$ cat src/rtl/prio_irq_pkg.sv
package prio_irq_pkg;

  // Strobes from control to datapath, one set per cycle.
  typedef struct packed {
    logic accept;     // load the acknowledge registers this cycle
    logic grantHigh;  // winner comes from the high-level picker
  } ctrlStrobe_t;

  typedef enum logic {
    LVL_LOW  = 1'b0,
    LVL_HIGH = 1'b1
  } irqLevel_e;

endpackage

$ cat src/rtl/prio_irq_pick.sv
// Lowest-index-first picker over one level's candidate vector.
module prio_irq_pick #(
  parameter int NUM_SLOTS = 16,
  localparam int IDX_W = $clog2(NUM_SLOTS)
) (
  input  logic [NUM_SLOTS-1:0] candBits,
  output logic                 anySet,
  output logic [IDX_W-1:0]     pickIdx
);

  always_comb begin
    pickIdx = '0;
    for (int i = NUM_SLOTS - 1; i >= 0; i--) begin
      if (candBits[i]) pickIdx = IDX_W'(i);
    end
  end

  assign anySet = |candBits;

endmodule

$ cat src/rtl/prio_irq_datapath.sv
// Masking, per-level picking, vector computation and acknowledge registers.
module prio_irq_datapath
  import prio_irq_pkg::*;
#(
  parameter int NUM_SLOTS  = 16,
  parameter int ADDR_W     = 16,
  parameter int VEC_BASE   = 3,
  parameter int VEC_STRIDE = 8,
  parameter logic [NUM_SLOTS-1:0] POPULATED = 16'h0FFF,
  localparam int IDX_W = $clog2(NUM_SLOTS)
) (
  input  logic                 clk,
  input  logic                 rstN,
  input  logic [NUM_SLOTS-1:0] reqIn,
  input  logic [NUM_SLOTS-1:0] srcEnable,
  input  logic [NUM_SLOTS-1:0] prioHigh,
  input  logic                 globalEnable,
  input  ctrlStrobe_t          strobe,
  output logic                 highPending,
  output logic                 lowPending,
  output logic                 ackValid,
  output logic [IDX_W-1:0]     ackSlot,
  output logic [ADDR_W-1:0]    ackVector
);

  localparam int NUM_LVL = 2;

  logic [NUM_SLOTS-1:0] candAll;
  logic [NUM_SLOTS-1:0] levelBits [NUM_LVL];
  logic [NUM_LVL-1:0]   levelAny;
  logic [IDX_W-1:0]     levelIdx  [NUM_LVL];
  logic [IDX_W-1:0]     winIdx;
  logic [ADDR_W-1:0]    winVector;

  assign candAll = reqIn & srcEnable & POPULATED & {NUM_SLOTS{globalEnable}};
  assign levelBits[LVL_LOW]  = candAll & ~prioHigh;
  assign levelBits[LVL_HIGH] = candAll & prioHigh;

  for (genvar lv = 0; lv < NUM_LVL; lv++) begin : g_level
    prio_irq_pick #(.NUM_SLOTS(NUM_SLOTS)) pick_i (
      .candBits (levelBits[lv]),
      .anySet   (levelAny[lv]),
      .pickIdx  (levelIdx[lv])
    );
  end

  assign highPending = levelAny[LVL_HIGH];
  assign lowPending  = levelAny[LVL_LOW];

  assign winIdx    = strobe.grantHigh ? levelIdx[LVL_HIGH] : levelIdx[LVL_LOW];
  assign winVector = ADDR_W'(VEC_BASE) + ADDR_W'(VEC_STRIDE) * ADDR_W'(winIdx);

  always_ff @(posedge clk or negedge rstN) begin
    if (!rstN) begin
      ackValid  <= 1'b0;
      ackSlot   <= '0;
      ackVector <= '0;
    end else begin
      ackValid <= strobe.accept;
      if (strobe.accept) begin
        ackSlot   <= winIdx;
        ackVector <= winVector;
      end
    end
  end

endmodule

$ cat src/rtl/prio_irq_control.sv
// In-service tracking and the acceptance decision.
module prio_irq_control
  import prio_irq_pkg::*;
(
  input  logic        clk,
  input  logic        rstN,
  input  logic        cpuReady,
  input  logic        retPulse,
  input  logic        highPending,
  input  logic        lowPending,
  output ctrlStrobe_t strobe,
  output logic        activeHigh,
  output logic        activeLow
);

  logic inSvcHigh, inSvcLow;
  logic acceptHigh, acceptLow;
  logic clrHigh, clrLow;

  // A high-level routine blocks everything; a low one blocks only its own level.
  assign acceptHigh = cpuReady & highPending & ~inSvcHigh;
  assign acceptLow  = cpuReady & lowPending & ~highPending & ~inSvcHigh & ~inSvcLow;

  // A return retires the highest active level.
  assign clrHigh = retPulse & inSvcHigh;
  assign clrLow  = retPulse & ~inSvcHigh & inSvcLow;

  always_comb begin
    strobe.accept    = acceptHigh | acceptLow;
    strobe.grantHigh = acceptHigh;
  end

  always_ff @(posedge clk or negedge rstN) begin
    if (!rstN) begin
      inSvcHigh <= 1'b0;
      inSvcLow  <= 1'b0;
    end else begin
      inSvcHigh <= (inSvcHigh & ~clrHigh) | acceptHigh;
      inSvcLow  <= (inSvcLow & ~clrLow) | acceptLow;
    end
  end

  assign activeHigh = inSvcHigh;
  assign activeLow  = inSvcLow;

endmodule

$ cat src/rtl/prio_irq_ctrl.sv
// Top: thin wrapper joining control and datapath.
module prio_irq_ctrl
  import prio_irq_pkg::*;
#(
  parameter int NUM_SLOTS  = 16,
  parameter int ADDR_W     = 16,
  parameter int VEC_BASE   = 3,
  parameter int VEC_STRIDE = 8,
  parameter logic [NUM_SLOTS-1:0] POPULATED = 16'h0FFF,
  localparam int IDX_W = $clog2(NUM_SLOTS)
) (
  input  logic                 clk,
  input  logic                 rstN,
  input  logic [NUM_SLOTS-1:0] reqIn,
  input  logic [NUM_SLOTS-1:0] srcEnable,
  input  logic [NUM_SLOTS-1:0] prioHigh,
  input  logic                 globalEnable,
  input  logic                 cpuReady,
  input  logic                 retPulse,
  output logic                 ackValid,
  output logic [IDX_W-1:0]     ackSlot,
  output logic [ADDR_W-1:0]    ackVector,
  output logic                 activeHigh,
  output logic                 activeLow
);

  ctrlStrobe_t strobe;
  logic        highPending, lowPending;

  prio_irq_control ctrl_i (
    .clk         (clk),
    .rstN        (rstN),
    .cpuReady    (cpuReady),
    .retPulse    (retPulse),
    .highPending (highPending),
    .lowPending  (lowPending),
    .strobe      (strobe),
    .activeHigh  (activeHigh),
    .activeLow   (activeLow)
  );

  prio_irq_datapath #(
    .NUM_SLOTS  (NUM_SLOTS),
    .ADDR_W     (ADDR_W),
    .VEC_BASE   (VEC_BASE),
    .VEC_STRIDE (VEC_STRIDE),
    .POPULATED  (POPULATED)
  ) dp_i (
    .clk          (clk),
    .rstN         (rstN),
    .reqIn        (reqIn),
    .srcEnable    (srcEnable),
    .prioHigh     (prioHigh),
    .globalEnable (globalEnable),
    .strobe       (strobe),
    .highPending  (highPending),
    .lowPending   (lowPending),
    .ackValid     (ackValid),
    .ackSlot      (ackSlot),
    .ackVector    (ackVector)
  );

endmodule

$ cat config.mk
export PLATFORM = sky130hd
export DESIGN_NAME = prio_irq_ctrl
export DESIGN_NICKNAME = d
export VERILOG_FILES = /design/src/rtl/prio_irq_pkg.sv /design/src/rtl/prio_irq_pick.sv /design/src/rtl/prio_irq_datapath.sv /design/src/rtl/prio_irq_control.sv /design/src/rtl/prio_irq_ctrl.sv
export SDC_FILE = /design/constraint.sdc
export NUM_CORES = 1
export LEC_CHECK = 0
export CAP_MARGIN = 20
export CORE_AREA = 2 2 62 64
export DETAILED_ROUTE_END_ITERATION = 6
export DIE_AREA = 0 0 64 66
export GPL_TIMING_DRIVEN = 0
export PLACE_DENSITY = 0.74
export SLEW_MARGIN = 20
export SYNTH_ARGS = -nofsm -noshare
export SYNTH_HDL_FRONTEND = slang
export SYNTH_SLANG_ARGS = --single-unit
export TNS_END_PERCENT = 5
$ cat constraint.sdc
create_clock -name clk -period 1.4 [get_ports clk]
set_input_delay 0.35 -clock clk [delete_from_list [all_inputs] [get_ports clk]]
set_output_delay 0.35 -clock clk [all_outputs]
set_load 0.05 [all_outputs]
==> run metrics, run 1 <==
number of filler cells placed in the layout 304; number of buffers created by CTS 3; worst path required time 1540 ps; skew final 0.865 ps; violated checks setup timing; worst-case vdd ir drop 0.351 mV; sequential element share of the synthesized area 19.0%; Hold Buf Count CTS 0; Synth area leaders dfrtp_1, buf_4, nand4_4, nand4b_1, nand4_1; type of element launching the critical path input port; number of cells produced by synthesis 114; Final Core Density 54.5%; Die Height 66 um; count of vias placed by the detailed router 1251; WL final 3.41 mm; Yosys warning total 0; post-DP HPWL 2.26 mm; Avg WL per Cell 13.6 um; pin count of the biggest net entering global routing 11; crit path time final 1680 ps; number of sinks handled by clock tree synthesis 8; number of iterations in the first detailed-routing pass 4; asr flop ratio synth 100%; overall global routing resource usage 15.0%; fraction of synthesized cell area taken by the top area cell type 19.0%; crit path max fanout 3; core area 0.00355 mm^2; top flip-flop cell by instance count after synthesis dfrtp_1; Final Cycle Share 120%; die extent in x 64 um; number of nets with antenna violations after routing 0; final setup violating endpoints 7; number of cells after detailed placement 223; Leak Pwr 0.000899 uW; post-route cell area 0.00194 mm^2; worst setup timing slack at the placement stage -848 ps; last weighted congestion value of the routability-driven placer 0.720; Reg-to-Reg Start ctrl_i.activeHigh; number of input and output port buffers inserted 52; number of global-route vias before repair 1190; CTS tree yes; depth of the most critical reg-to-reg path 5; post-detailed-placement cell area 0.00167 mm^2; top achievable clock speed 597 MHz; final-report max-slew violation count 0; number of flops mapped to enable cells by yosys 0; power per cell area 903 mW/mm^2; routed via count divided by cell count 4.98; buffer levels on the longest clock path 2; FF-to-FF setup slack -60 ps; status finished with violations; deepest level of the CTS H-tree 1; Layout Area Growth over Synthesis 84.2%; total grt overflow 0; setup repair after global routing missed its margin yes; cell taking the most area after synthesis dfrtp_1; layout cell share with drive strength beyond 1 43.3%; number of storage elements in the synthesis netlist 8; Distinct cells, synth 35; data arrival time at the worst-slack endpoint 1820 ps; number of nets in the layout 258; clock-pin slew of the registers on the worst-case setup and hold paths 50 ps; total of max-cap violations 0; die footprint 0.00422 mm^2; residual DRC count 0; post-route worst setup slack -275 ps; number of top-level pins 76; critical path type input port to register; terminus of the critical flop-to-flop path dp_i.ackSlot[1]; most instantiated library cell after synthesis buf_4; Hold Violations, Final 0; summed negative setup slack over all endpoints -1440 ps; number of DRC markers in iteration 0 57; effective utilization at floorplan 29.6%; antenna violations before repair 0; Ant. Diodes 0; post-synthesis instance area 0.00105 mm^2; synthesized area divided by synthesized cell count 9.22 um^2; leading cell types by count after synthesis buf_4, nand4_1, nand4b_1, nand2_1, dfrtp_1; Hold Path Class input port to async pin; wire length of the first global-routing pass 5.11 mm; fin cells 251; Rows 22; Clock Tree Root clkbuf_4; CP Capture Type register; clock insertion delay at the later pin of the skew report 260 ps
## critical path, stage by stage
cell and delay [ps]:
clkdlybuf4s15_1 230, nand4b_1 190, buf_4 140, o211ai_1 100
and3_1 200, o211a_1 230, o2bb2ai_1 130, mux2_4 250
## flip-flops by register name, summed over array words and instances (netlist names)
name / flops
dp_i.ackVector: 2
dp_i.ackSlot: 3
dp_i.ackValid: 1
ctrl_i.activeHigh: 1
ctrl_i.activeLow: 1
## cell type report
cell class	count	area [um^2]	share of cell area, %
multi-input cells	95	747	38.6
plain buffers	18	168	8.66
repair buffers	77	731	37.8
clock buffers	3	22.5	1.16
inverters	2	7.51	0.388
well taps	48	60.1	3.10
flip-flops and latches	8	200	10.3
## stage by stage
step	hold WS [ps]	power (uW)
5_1_grt	386	1820
6_report	370	1750
2_1_floorplan	54.4	1140
3_3_place_gp	481	1540
3_5_place_dp	493	1550
4_1_cts	374	1740
## per-layer routing
metal,GRT usage [%],share of wire (%)
met1,16.2,40
met2,28.3,51
met3,4.09,7.2
met4,4.35,1.9
met5,0,0
## placed cells by master, fill, tap and decap left out, drive strengths merged, types with 2 or more instances in the layout
| cell type | instances |
|---|---|
| clkdlybuf4s15 | 35 |
| nand2b | 2 |
| o211a | 2 |
| buf | 54 |
| inv | 2 |
| o21ai | 4 |
| a21oi | 4 |
| dfrtp | 8 |
| clkdlybuf4s50 | 3 |
| o31ai | 2 |
| nand4 | 19 |
| a31oi | 3 |
| o211ai | 2 |
| nand2 | 10 |
| nand4b | 12 |
| mux2 | 4 |
| nor2 | 4 |
| conb | 10 |
| clkbuf | 4 |
| and4b | 2 |
| and4 | 2 |
| nor2b | 2 |
## how the worst max path moves through the flow
stage / cells past startpoint / slack [ps] / to / start
3_5_place_dp: 7 / -850 / dp_i.ackSlot[1] / reqIn[11]
3_3_place_gp: 6 / -800 / dp_i.ackVector[6] / reqIn[11]
5_1_grt: 8 / -330 / dp_i.ackVector[6] / globalEnable
6_report: 8 / -280 / dp_i.ackSlot[0] / srcEnable[7]
4_1_cts: 7 / -250 / dp_i.ackVector[6] / globalEnable
2_1_floorplan: 8 / -410 / dp_i.ackSlot[0] / globalEnable
## cell families (layout without fill, tap and decap cells)
| kind of cell | after synthesis | in the layout | share of synthesized area, % |
|---|---|---|---|
| simple gates | 59 | 59 | 44.8 |
| compound gates | 22 | 22 | 15.0 |
| other cells | 1 | 10 | 0.357 |
| buf+inv | 20 | 100 | 15.1 |
| mux | 4 | 4 | 5.71 |
| flops | 8 | 8 | 19.0 |
## power breakdown
group	leakage, uW	total, uW	switching [uW]	internal (uW)
logic	0.000786	1220	715	501
registers	0.0000990	352	53.1	299
clock network	0.0000138	179	81.1	98.3
## repair_timing
item                                    4_1_cts  5_1_grt
gates cloned                                  2        1
buffers inserted                             18        4
endpoints found under the setup margin       21       11
pin swaps                                    21       10
gates resized for setup                     128        7
No activity file was read; power rests on OpenSTA's default activity.
==> run 2, diff against run 1 <==
--- a/config.mk
+++ b/config.mk
@@ -5,7 +5,6 @@
 export SDC_FILE = /design/constraint.sdc
 export NUM_CORES = 1
 export LEC_CHECK = 0
-export CAP_MARGIN = 20
 export CORE_AREA = 2 2 62 64
 export DETAILED_ROUTE_END_ITERATION = 6
 export DIE_AREA = 0 0 64 66
==> constraint.sdc (replaced) <==
create_clock -name clk -period 1.4 [get_ports clk]
set_input_delay 0.28 -clock clk [delete_from_list [all_inputs] [get_ports clk]]
set_output_delay 0.28 -clock clk [all_outputs]
set_load 0.05 [all_outputs]
==> run 2 against run 1 <==
Effect of this change: the run still ends with setup timing left; critical path depth is 2 lower; final area is 2.5% lower; count of clock-buffer cells in the layout unchanged; global-route usage is 1.3 points lower; clock power about the same; fmax up 5.4%; via count decreased by 2.3%; power shrank 1.1%; die area did not move; sequential share of layout area rose by 0.26 points; critical endpoint is now dp_i.ackVector[6].
==> run metrics, run 2 (synthesized netlist as in run 1, its figures left out) <==
status finished with violations; violated checks setup timing; routed via count divided by cell count 4.95; core area 0.00355 mm^2; internal power consumption 886 uW; number of input and output port buffers inserted 52; Hold Buf Count CTS 0; type of element launching the critical path input port; buffer levels on the longest clock path 2; share of total power consumed by net switching 48.7%; last weighted congestion value of the routability-driven placer 0.720; total power consumption of the routed design 1730 uW; die extent in x 64 um; effective utilization at floorplan 29.6%; Hold Path Class input port to async pin; number of DRC markers in iteration 0 35; final-layout worst hold slack 302 ps; part of the power in combinational logic 69.2%; clock share of power 10.3%; worst stage delay on the critical path 420 ps; number of nets in the layout 254; count of vias placed by the detailed router 1222; Final Cycle Share 114%; Layout Area Growth over Synthesis 79.6%; WL final 3.24 mm; final setup violating endpoints 5; number of top-level pins 76; data arrival time at the worst-slack endpoint 1730 ps; Hold Violations, Final 0; number of iterations in the first detailed-routing pass 4; total of max-cap violations 0; deepest level of the CTS H-tree 1; number of filler cells placed in the layout 308; residual DRC count 0; critical path type input port to register; CTS tree yes; Clock Tree Root clkbuf_4; crit path max fanout 6; Leak Pwr 0.000885 uW; number of cells after detailed placement 223; max reg flops 3; number of global-route vias before repair 1095; crit path time final 1590 ps; sequential power share 20.5%; switching power summed over all nets 842 uW; Die Height 66 um; number of nets with antenna violations after routing 0; top achievable clock speed 629 MHz; clock insertion delay at the later pin of the skew report 250 ps; number of sinks handled by clock tree synthesis 8; Reg with most FFs dp_i.ackSlot; worst-case vdd ir drop 0.340 mV; summed negative setup slack over all endpoints -836 ps; power per cell area 915 mW/mm^2; die footprint 0.00422 mm^2; library cell contributing the largest single delay on the critical path or3_4; most frequent standard cell in the layout excluding fill and tap cells buf_4; list of cells traversed by the critical path clkdlybuf4s15_1 -> nand4_1 -> nand4_4 -> or3_4 -> o21a_4 -> mux2_4; fin cells 247; total grt overflow 0; overall global routing resource usage 13.7%; number of buffers created by CTS 3; clock-pin slew of the registers on the worst-case setup and hold paths 50 ps; layout cell share with drive strength beyond 1 39.2%; wire length of the first global-routing pass 4.74 mm; final-report max-slew violation count 0; Avg WL per Cell 13.1 um; Rows 22; worst setup timing slack at the placement stage -778 ps; antenna violations before repair 0; Ant. Diodes 0; most frequent cells in the layout buf_4, clkdlybuf4s15_1, nand4_1, nand4b_1; worst path required time 1540 ps; post-DP HPWL 2.26 mm; registers with the most flip-flops dp_i.ackSlot (3), dp_i.ackVector (2); skew final 0.909 ps; setup repair after global routing missed its margin yes; pin count of the biggest net entering global routing 11; post-route worst setup slack -190 ps; CP Capture Type register
[run 2: cell types whose count changed in the layout (fill, tap and decap cells not counted), sizes merged]
cell           before  now
buf                54   42
clkbuf              4   11
dlygate4sd2         1    5
clkdlybuf4s15      35   33
clkdlybuf4s18       1    0
[run 2: routing by layer]
metal / wire (um) / up-vias / track usage (%)
met5: 0 / - / 0
met4: 0 / 0 / 2.45
met3: 180 / 0 / 2.56
met2: 1690 / 39 / 26.6
met1: 1370 / 582 / 15.5
li1: - / 601 / -
[run 2: stage by stage]
step	instance area [um^2]	utilization, %
2_1_floorplan	1090	-
5_1_grt	1890	53.2
4_1_cts	1780	50.0
6_report	1890	53.2
3_5_place_dp	1670	47.0
3_3_place_gp	1670	47.0
[run 2: path summary, 6_finish.rpt]
path                       slack [ps]         startpoint  cells after the start           endpoint
setup / recovery                 -190       srcEnable[0]                      6  dp_i.ackVector[6]
hold / removal                    300               rstN                      1      dp_i.ackValid
setup reg to reg                   30  ctrl_i.activeHigh                      5    dp_i.ackSlot[1]
hold reg to reg                   500  dp_i.ackVector[1]                      1  dp_i.ackVector[1]
max in group asynchronous         840               rstN                      1  dp_i.ackVector[6]
min in group clk                  500  dp_i.ackVector[1]                      1  dp_i.ackVector[1]
[run 2: repair_timing]
action,in CTS,in global routing
setup endpoints to repair,21,7
pin swaps,15,19
resized for setup,97,17
buffers inserted,12,7
hold endpoints to repair,0,0
cloned,0,2
[run 2: area by class of cell]
cell class	count	area, um^2	share of cell area, %
Buffer	18	164	8.68
Clock buffer	3	22.5	1.19
Inverter	2	7.51	0.398
Multi-Input combinational cell	95	761	40.3
Sequential cell	8	200	10.6
Tap cell	48	60.1	3.18
Timing Repair Buffer	73	673	35.7
[run 2: critical path, delay by kind of cell]
| family | cells | cell delay, ps |
|---|---|---|
| AND/OR/NAND/NOR | 3 | 720 |
| multiplexers | 1 | 300 |
| AO/OA/AOI/OAI | 1 | 240 |
| buffers and inverters | 1 | 190 |
[run 2: power by group through the flow]
stage          Clock, uW  Sequential (uW)  Combinational (uW)
3_5_place_dp           0              356                1190
3_3_place_gp           0              356                1180
4_1_cts              182              354                1160
2_1_floorplan          0              588                 556
5_1_grt              190              371                1250
6_report             178              354                1200
